--- src/rtl/strap_pkg.sv ---
package strap_pkg;
    typedef enum logic [1:0] {
        ST_HOLD  = 2'd0,
        ST_GRAB  = 2'd1,
        ST_DRIVE = 2'd2
    } strap_state_e;
endpackage

--- src/rtl/strap_seq_fsm.sv ---
module strap_seq_fsm
    import strap_pkg::*;
(
    input  logic clk,
    input  logic rst_n,
    output logic cap_en,
    output logic drive_en
);
    strap_state_e state_q, state_d;

    // state register
    always_ff @(posedge clk or negedge rst_n) begin
        if (!rst_n) state_q <= ST_HOLD;
        else        state_q <= state_d;
    end

    // transitions
    always_comb begin
        state_d = state_q;
        unique case (state_q)
            ST_HOLD:  state_d = ST_GRAB;
            ST_GRAB:  state_d = ST_DRIVE;
            ST_DRIVE: state_d = ST_DRIVE;
            default:  state_d = ST_HOLD;
        endcase
    end

    // outputs
    always_comb begin
        cap_en   = 1'b0;
        drive_en = 1'b0;
        unique case (state_q)
            ST_HOLD:  cap_en   = 1'b1;
            ST_GRAB:  drive_en = 1'b0;
            ST_DRIVE: drive_en = 1'b1;
            default:  cap_en   = 1'b0;
        endcase
    end

    // the cycle after a grab always drives
    p_drive_after_grab_r3: assert property (@(posedge clk) disable iff (!rst_n)
        (state_q == ST_GRAB) |=> drive_en);
endmodule

--- src/rtl/strap_latch.sv ---
module strap_latch #(
    parameter int N_STRAP = 5
) (
    input  logic               clk,
    input  logic               rst_n,
    input  logic               cap_en,
    input  logic [N_STRAP-1:0] pad_lvl,
    output logic [N_STRAP-1:0] strap_q
);
    for (genvar i = 0; i < N_STRAP; i++) begin : g_cell
        always_ff @(posedge clk or negedge rst_n) begin
            if (!rst_n)      strap_q[i] <= 1'b1;
            else if (cap_en) strap_q[i] <= pad_lvl[i];
        end
    end

    // latch frozen outside the capture window
    p_latch_frozen_r4: assert property (@(posedge clk) disable iff (!rst_n)
        !cap_en |=> $stable(strap_q));
endmodule

--- src/rtl/freq_src_mux.sv ---
module freq_src_mux #(
    parameter int FS_W = 4
) (
    input  logic          use_prog,
    input  logic [FS_W-1:0] prog_lo,
    input  logic          prog_hi,
    input  logic [FS_W-1:0] strap_fs,
    output logic [FS_W:0] code
);
    always_comb begin
        if (use_prog) code = {prog_hi, prog_lo};
        else          code = {1'b0, strap_fs};
    end
endmodule

--- src/rtl/strap_freq_select.sv ---
module strap_freq_select #(
    parameter int N_STRAP  = 5,
    parameter int FS_W     = 4,
    parameter int CFG_W    = 8,
    parameter int SRC_BIT  = 3,
    parameter int HI_BIT   = 2,
    parameter int LO_BASE  = 4
) (
    input  logic               clk,
    input  logic               rst_n,
    input  logic [N_STRAP-1:0] strap_pad_i,
    input  logic [CFG_W-1:0]   prog_cfg_i,
    output logic [N_STRAP-1:0] pad_oe_o,
    output logic [FS_W:0]      freq_code_o,
    output logic [N_STRAP-1:0] strap_rb_n_o,
    output logic               ref_drive_en_o,
    output logic               stop_req_en_o
);
    localparam int MODE_IDX = N_STRAP - 1;

    logic               cap_en;
    logic               drive_en;
    logic [N_STRAP-1:0] strap_q;

    strap_seq_fsm u_fsm (
        .clk      (clk),
        .rst_n    (rst_n),
        .cap_en   (cap_en),
        .drive_en (drive_en)
    );

    strap_latch #(.N_STRAP(N_STRAP)) u_latch (
        .clk     (clk),
        .rst_n   (rst_n),
        .cap_en  (cap_en),
        .pad_lvl (strap_pad_i),
        .strap_q (strap_q)
    );

    freq_src_mux #(.FS_W(FS_W)) u_mux (
        .use_prog (prog_cfg_i[SRC_BIT]),
        .prog_lo  (prog_cfg_i[LO_BASE +: FS_W]),
        .prog_hi  (prog_cfg_i[HI_BIT]),
        .strap_fs (strap_q[FS_W-1:0]),
        .code     (freq_code_o)
    );

    assign pad_oe_o       = {N_STRAP{drive_en}};
    assign strap_rb_n_o   = ~strap_q;
    assign ref_drive_en_o = drive_en &  strap_q[MODE_IDX];
    assign stop_req_en_o  = drive_en & ~strap_q[MODE_IDX];

    // pads undriven while being sampled
    p_no_drive_in_capture_r3: assert property (@(posedge clk) disable iff (!rst_n)
        cap_en |-> (pad_oe_o == '0));

    // shared pin has one role at most
    p_role_excl_r8: assert property (@(posedge clk) disable iff (!rst_n)
        $onehot0({ref_drive_en_o, stop_req_en_o}));

    // read-back holds after capture
    p_rb_hold_r7: assert property (@(posedge clk) disable iff (!rst_n)
        !cap_en |=> $stable(strap_rb_n_o));

    // strap-sourced code holds once captured
    p_code_holds_r5: assert property (@(posedge clk) disable iff (!rst_n)
        (!prog_cfg_i[SRC_BIT] && $past(!prog_cfg_i[SRC_BIT]) && !cap_en && $past(!cap_en))
        |-> $stable(freq_code_o));
endmodule

--- config.mk ---
export PLATFORM = sky130hd
export DESIGN_NAME = strap_freq_select
export DESIGN_NICKNAME = d
export VERILOG_FILES = /design/src/rtl/strap_pkg.sv /design/src/rtl/strap_seq_fsm.sv /design/src/rtl/strap_latch.sv /design/src/rtl/freq_src_mux.sv /design/src/rtl/strap_freq_select.sv
export SDC_FILE = /design/constraint.sdc
export NUM_CORES = 1
export LEC_CHECK = 0
export BUFFER_PORTS_ARGS = -buffer_cell sky130_fd_sc_hd__buf_2
export CAP_MARGIN = 20
export CORE_AREA = 2 2 39 41
export DETAILED_ROUTE_END_ITERATION = 16
export DIE_AREA = 0 0 41 43
export GPL_TIMING_DRIVEN = 1
export PLACE_DENSITY = 0.76
export REMOVE_ABC_BUFFERS = 1
export SLEW_MARGIN = 20
export SYNTH_ARGS = -nofsm -noshare
export SYNTH_HDL_FRONTEND = slang
export SYNTH_SLANG_ARGS = --single-unit
--- constraint.sdc ---
create_clock -name clk -period 1.2 [get_ports clk]
set_input_delay 0.06 -clock clk [delete_from_list [all_inputs] [get_ports clk]]
set_output_delay 0.06 -clock clk [all_outputs]
set_load 0.005 [all_outputs]
==> results of run 1 <==
final timing paths:
kind	from	to	slack [ns]
worst max-delay path	u_fsm.state_q[1]	ref_drive_en_o	-0.004
worst min-delay path	strap_pad_i[4]	u_latch.strap_q[4]	0.03
worst max register to register	u_fsm.state_q[1]	u_latch.strap_q[0]	0.08
worst min register to register	u_fsm.state_q[0]	u_fsm.state_q[1]	0.61
max in group asynchronous	rst_n	u_latch.strap_q[3]	0.80
min in group asynchronous	rst_n	u_fsm.state_q[0]	0.17
repair_timing:
action                                  4_1_cts  5_1_grt
endpoints found under the setup margin        3       12
gates resized for setup                       5        4
pin swaps                                     0        0
hold buffers                                  1        0
hold endpoints to repair                      7        0
gates cloned                                  0        0
setup buffers                                 1        0
layout make-up:
cell class                      instances  area, um^2  share of cell area [%]
Timing Repair Buffer                   33         191                    30.1
Multi-Input combinational cell         16         190                    29.9
Sequential cell                         7         181                    28.5
Clock buffer                            4        26.3                    4.13
Inverter                                7        26.3                    4.13
Tap cell                               16        20.0                    3.15
synth_stat cells:
master   instances
mux2_1           9
inv_1            7
buf_4            5
dfstp_2          5
ha_1             4
and2_1           2
dfrtp_1          2
nor2b_1          1
registers in the layout (all words and copies together) (netlist names):
name             cells
u_latch.strap_q      5
u_fsm.state_q        2
per-layer routing:
metal | share of wire [%] | vias up
met5 | 0 | -
met4 | 1.0 | 0
met3 | 7.2 | 2
met2 | 52 | 10
met1 | 40 | 153
li1 | - | 170
logic make-up (layout without fill, tap and decap cells):
kind of cell | count (synthesis) | after routing
adders and majority gates | 4 | 4
DFF | 7 | 7
muxes | 9 | 9
buffers and inverters | 12 | 44
and+or+nand+nor | 3 | 3
power breakdown:
| part | total (W) | internal (W) | leakage [nW] | switching [W] |
|---|---|---|---|---|
| logic | 0.0000773 | 0.0000487 | 0.237 | 0.0000287 |
| clock network | 0.000211 | 0.000127 | 0.0150 | 0.0000840 |
| registers | 0.000258 | 0.000252 | 0.0753 | 0.00000597 |
| total | 0.000546 | 0.000427 | 0.327 | 0.000119 |
per-stage QoR:
stage | cells | area, um^2 | hold slack, ns | power (W)
6_report | 83 | 636 | 0.0253 | 0.000546
5_1_grt | 83 | 636 | 0.0159 | 0.000583
4_1_cts | 83 | 622 | 0.0255 | 0.000552
3_5_place_dp | 77 | 558 | -0.0993 | 0.000334
3_3_place_gp | 77 | 558 | -0.102 | 0.000333
2_1_floorplan | 30 | 378 | -0.236 | 0.000285
==> flow_summary.toml, run 1 <==
[outcome]
outcome = "finished, violations left"
violations = "setup timing"

[global_routing]
use_met2_pct = 14.7
grt_pass1_wl_mm = 1.19
grt_util_met3_pct = 3.14
top_usage_layer = "met2"
grt_max_degree = 8
grtUsageTotal_pct = 10.3
grt-ovfl-total = 0
grt_antenna_before_repair = 0
grt_pass1_vias = 302
met1_usage_pct = 12.3

[placement]
port-buffer-count = 29
hpwl_um = 595
pre_cts_ws_ns = 0.0474
globalplace.congestion = 0.635

[routing]
drtAntennaViolNets = 0
vias = 335
routed_wl_um = 774
dr.first_iter.drc_count = 1
drc = 0
via_per_inst = 4.04
drt-wirelength-per-cell_um = 9.33
dr.pass1.iters = 3

[yosys]
syn-instance-count = 35
synthTopCellsByArea = "dfstp_2 (32%), mux2_1 (24%), dfrtp_1 (12%), ha_1 (12%), buf_4 (9.0%)"
syn_area_per_cell_um2 = 11.9
synth_simple_gate_area_share_pct = 4.52
synth_top_area_share_pct = 31.6
synthAdderAreaFrac_pct = 12.0
synth-compound-area-share_pct = 0
yosysTopAreaCell = "dfstp_2"
ys_ff_latch = 7
synthDistinctLibCells = 8
netlist_area_um2 = 415
yosysWarnings = 0
synth_top_family_by_area = "multiplexers"
synthMuxAreaShare_pct = 24.4
yosysSeqAreaShare_pct = 43.7
synthXorXnorAreaFrac_pct = 0

[final_layout]
finalNetCount = 87
antennaDiodeCount = 0
fill_cells = 144
final_cell_mix = "buf_2 (28), mux2_1 (9), inv_1 (6), dfstp_2 (5)"
synthToLayoutAreaGrowth_pct = 53.0
drive_above_1_share_pct = 67.2
final_util_pct = 45.9
final_common_cell = "buf_2"

[pwr]
power_density_nw_per_um2 = 859
p_leak_nw = 0.327
ir_drop_mv = 0.543

[sta]
min_period_over_period_pct = 100
setup_viol = 1
slew_headroom_pct = 89.4
hold_violations = 0
final.setup.worst_slack_ns = -0.00437
max_freq_ghz = 0.830
fin_tns_setup_ns = -0.00437
worst-slew-pin-transition_ns = 0.160
fin_crit_ns = 1.20
drv_slew = 0
skew_ns = 0.00377
rsz0062_at_grt = "yes"

[setup_path]
path_depth = 4
critPathMaxStageDelay_ns = 0.39
crit_top_cell = "buf_6"
crit_slowest_cell = "dfrtp_1"
cpLargestDelayFamily = "flip-flops"
cp_max_fo = 2
crit_required_ns = 1.14
critPathArrivalTime_ns = 1.14
reg2reg_depth = 3
path_cells = "buf_6 -> ha_4 -> and2_4 -> buf_6"
critPathLaunchType = "flop"
crit_buf_inv = 2
critPathKind = "reg2out"
cp-end-kind = "primary output"

[floorplan]
die_y_um = 43
ioPinCount = 32
die_w_um = 41
die_area_um2 = 1760
coreArea_um2 = 1380
num_rows = 14
initial_utilization_pct = 30.0

[cts]
cts_max_path_buffers = 2
insertion_delay_ns = 0.25
cts-htree-levels = 1
cts_made_buffers = 3
cts_tree = "done"
clock-sinks = 7
cts-root-buf = "clkbuf_4"
path_clk_slew_ns = 0.05

[worst_hold_path]
hp-class = "in2reg"
whs_path_depth = 2

[job]
maxCapViolations = 0
Power figures use the tool's default switching activity.
==> inputs of run 2 (changes only) <==
--- a/config.mk
+++ b/config.mk
@@ -11,7 +11,7 @@
 export DETAILED_ROUTE_END_ITERATION = 16
 export DIE_AREA = 0 0 41 43
 export GPL_TIMING_DRIVEN = 1
-export PLACE_DENSITY = 0.76
+export PLACE_DENSITY = 0.77
 export REMOVE_ABC_BUFFERS = 1
 export SLEW_MARGIN = 20
 export SYNTH_ARGS = -nofsm -noshare
==> constraint.sdc (replaced) <==
create_clock -name clk -period 1.2 [get_ports clk]
set_input_delay 0.18 -clock clk [delete_from_list [all_inputs] [get_ports clk]]
set_output_delay 0.18 -clock clk [all_outputs]
set_load 0.005 [all_outputs]
==> run 2 against run 1 <==
Compared with the run above: the flow still finishes with violations (setup timing); register-to-register slack got worse by 0.04 ns; non-clock buffer count is 1 higher; sequential share of layout area down 1.8 points; global-route usage is 0.10 points higher; routed wire length increased by 11%; combinational power is 20% higher; core utilization grew 3.2 points; hold slack better by 0.12 ns; clock skew is 0.0026 ns lower; highest routed layer is now met3.
==> flow_summary.toml, run 2 (same netlist as run 1, synthesis figures left out) <==
[routing]
m1WireLength_um = 328
dr.first_iter.drc_count = 1
via_per_inst = 3.95
met2_length_um = 490
vias = 332
dr.pass1.iters = 2
drt-wirelength-per-cell_um = 10.2
routed_wl_um = 858
drc = 0
drtAntennaViolNets = 0
wl_met3_um = 40
maxUsedRoutingLayer = "met3"

[placement]
globalplace.congestion = 0.631
port-buffer-count = 29
hpwl_um = 617
pre_cts_ws_ns = 0.0163

[outcome]
violations = "setup timing"
outcome = "finished, violations left"

[sta]
drv_slew = 0
fin_crit_ns = 1.31
hold_violations = 0
hold_slack_ns = 0.150
max_freq_ghz = 0.763
skew_ns = 0.00121
min_period_over_period_pct = 109
final.setup.worst_slack_ns = -0.111
slew_headroom_pct = 89.5
rsz0062_at_grt = "yes"
worst-slew-pin-transition_ns = 0.158
fin_tns_setup_ns = -0.542
setup_viol = 7

[cts]
insertion_delay_ns = 0.24
cts_tree = "done"
path_clk_slew_ns = 0.05
cts-root-buf = "clkbuf_4"
cts_max_path_buffers = 2
cts_made_buffers = 3
cts-htree-levels = 1
clock-sinks = 7

[floorplan]
ioPinCount = 32
num_rows = 14
initial_utilization_pct = 30.0
die_area_um2 = 1760
die_w_um = 41
die_y_um = 43
coreArea_um2 = 1380

[final_layout]
synthToLayoutAreaGrowth_pct = 63.6
largestRegisters = "u_latch.strap_q x5, u_fsm.state_q x2"
drive_above_1_share_pct = 73.5
final_util_pct = 49.1
final_cell_mix = "buf_2 (26), mux2_1 (6), inv_1 (5), buf_6 (5), dfstp_2 (5)"
regMostFlops = "u_latch.strap_q"
finalNetCount = 88
final_common_cell = "buf_2"
fill_cells = 126
antennaDiodeCount = 0
largest_register_ffs = 5

[setup_path]
crit_required_ns = 1.02
cp_max_fo = 2
critPathArrivalTime_ns = 1.13
critPathLaunchType = "flop"
cp-end-kind = "primary output"
critPathKind = "reg2out"

[pwr]
clkPwrFrac_pct = 37.1
swShare_pct = 21.3
p_seq_share_pct = 46.4
ir_drop_mv = 0.552
comb_power_share_pct = 16.6
power_density_nw_per_um2 = 821
p_leak_nw = 0.346
intPower_w = 0.000439
p_sw_w = 0.000119

[global_routing]
grtUsageTotal_pct = 10.4
grt_max_degree = 8
grt_antenna_before_repair = 0
grt_pass1_vias = 299
grt_pass1_wl_mm = 1.19
grt-ovfl-total = 0

[worst_hold_path]
hp-class = "in2reg"

[job]
maxCapViolations = 0
## run 2: cell types whose count changed in the layout (fill, tap and decap cells not counted)
cell | previous run | this run
inv_4 | 0 | 1
buf_2 | 28 | 26
buf_6 | 3 | 5
buf_4 | 1 | 2
inv_1 | 6 | 5
ha_2 | 2 | 1
ha_4 | 1 | 2
mux2_1 | 9 | 6
mux2_4 | 0 | 3
## run 2: worst paths after layout
check / cells past startpoint / to / slack, ns / startpoint
setup / recovery: 4 / ref_drive_en_o / -0.11 / u_fsm.state_q[1]
setup reg to reg: 4 / u_latch.strap_q[2] / 0.04 / u_fsm.state_q[1]
max in group asynchronous: 2 / u_latch.strap_q[1] / 0.68 / rst_n
hold reg to reg: 1 / u_latch.strap_q[0] / 0.64 / u_latch.strap_q[0]
hold / removal: 2 / u_latch.strap_q[1] / 0.15 / strap_pad_i[1]
min in group asynchronous: 2 / u_fsm.state_q[1] / 0.29 / rst_n
## run 2: stage by stage
step	area, um^2	cells	total power [W]
5_1_grt	679	84	0.000608
2_1_floorplan	378	30	0.000285
3_3_place_gp	558	77	0.000332
6_report	679	84	0.000558
3_5_place_dp	558	77	0.000335
4_1_cts	617	82	0.000550
## run 2: layer usage
metal / track usage [%] / up-vias
met2: 15.6 / 8
met5: 0 / -
met4: 6.00 / 0
met1: 11.6 / 153
li1: - / 171
met3: 4.71 / 0
## run 2: final cells by class
type	instances	area [um^2]	area share, %
tap	16	20.0	2.95
sequential	7	181	26.7
multi-input combinational	16	211	31.1
timing repair buffer	34	211	31.1
clock buffer	4	26.3	3.87
inverter	7	28.8	4.24
## run 2: timing repair
item | 4_1_cts | 5_1_grt
endpoints found under the hold margin | 7 | 0
gates resized for setup | 6 | 11
setup buffers | 0 | 2
pin swaps | 0 | 1
hold buffers | 1 | 0
endpoints found under the setup margin | 12 | 16
## run 2: power by group through the flow
| stage | clock (W) | combinational (W) | sequential [W] |
|---|---|---|---|
| detailed placement | 0 | 0.0000730 | 0.000262 |
| floorplan | 0 | 0.0000258 | 0.000259 |
| global placement | 0 | 0.0000713 | 0.000261 |
| CTS | 0.000216 | 0.0000758 | 0.000258 |
| finish | 0.000207 | 0.0000924 | 0.000259 |
| global route | 0.000246 | 0.000102 | 0.000260 |
## run 2: worst max-delay path: stages, from the launching register on
cell and delay, ns:
dfrtp_1 0.39, buf_6 0.13, ha_4 0.14, and2_4 0.13, buf_6 0.10
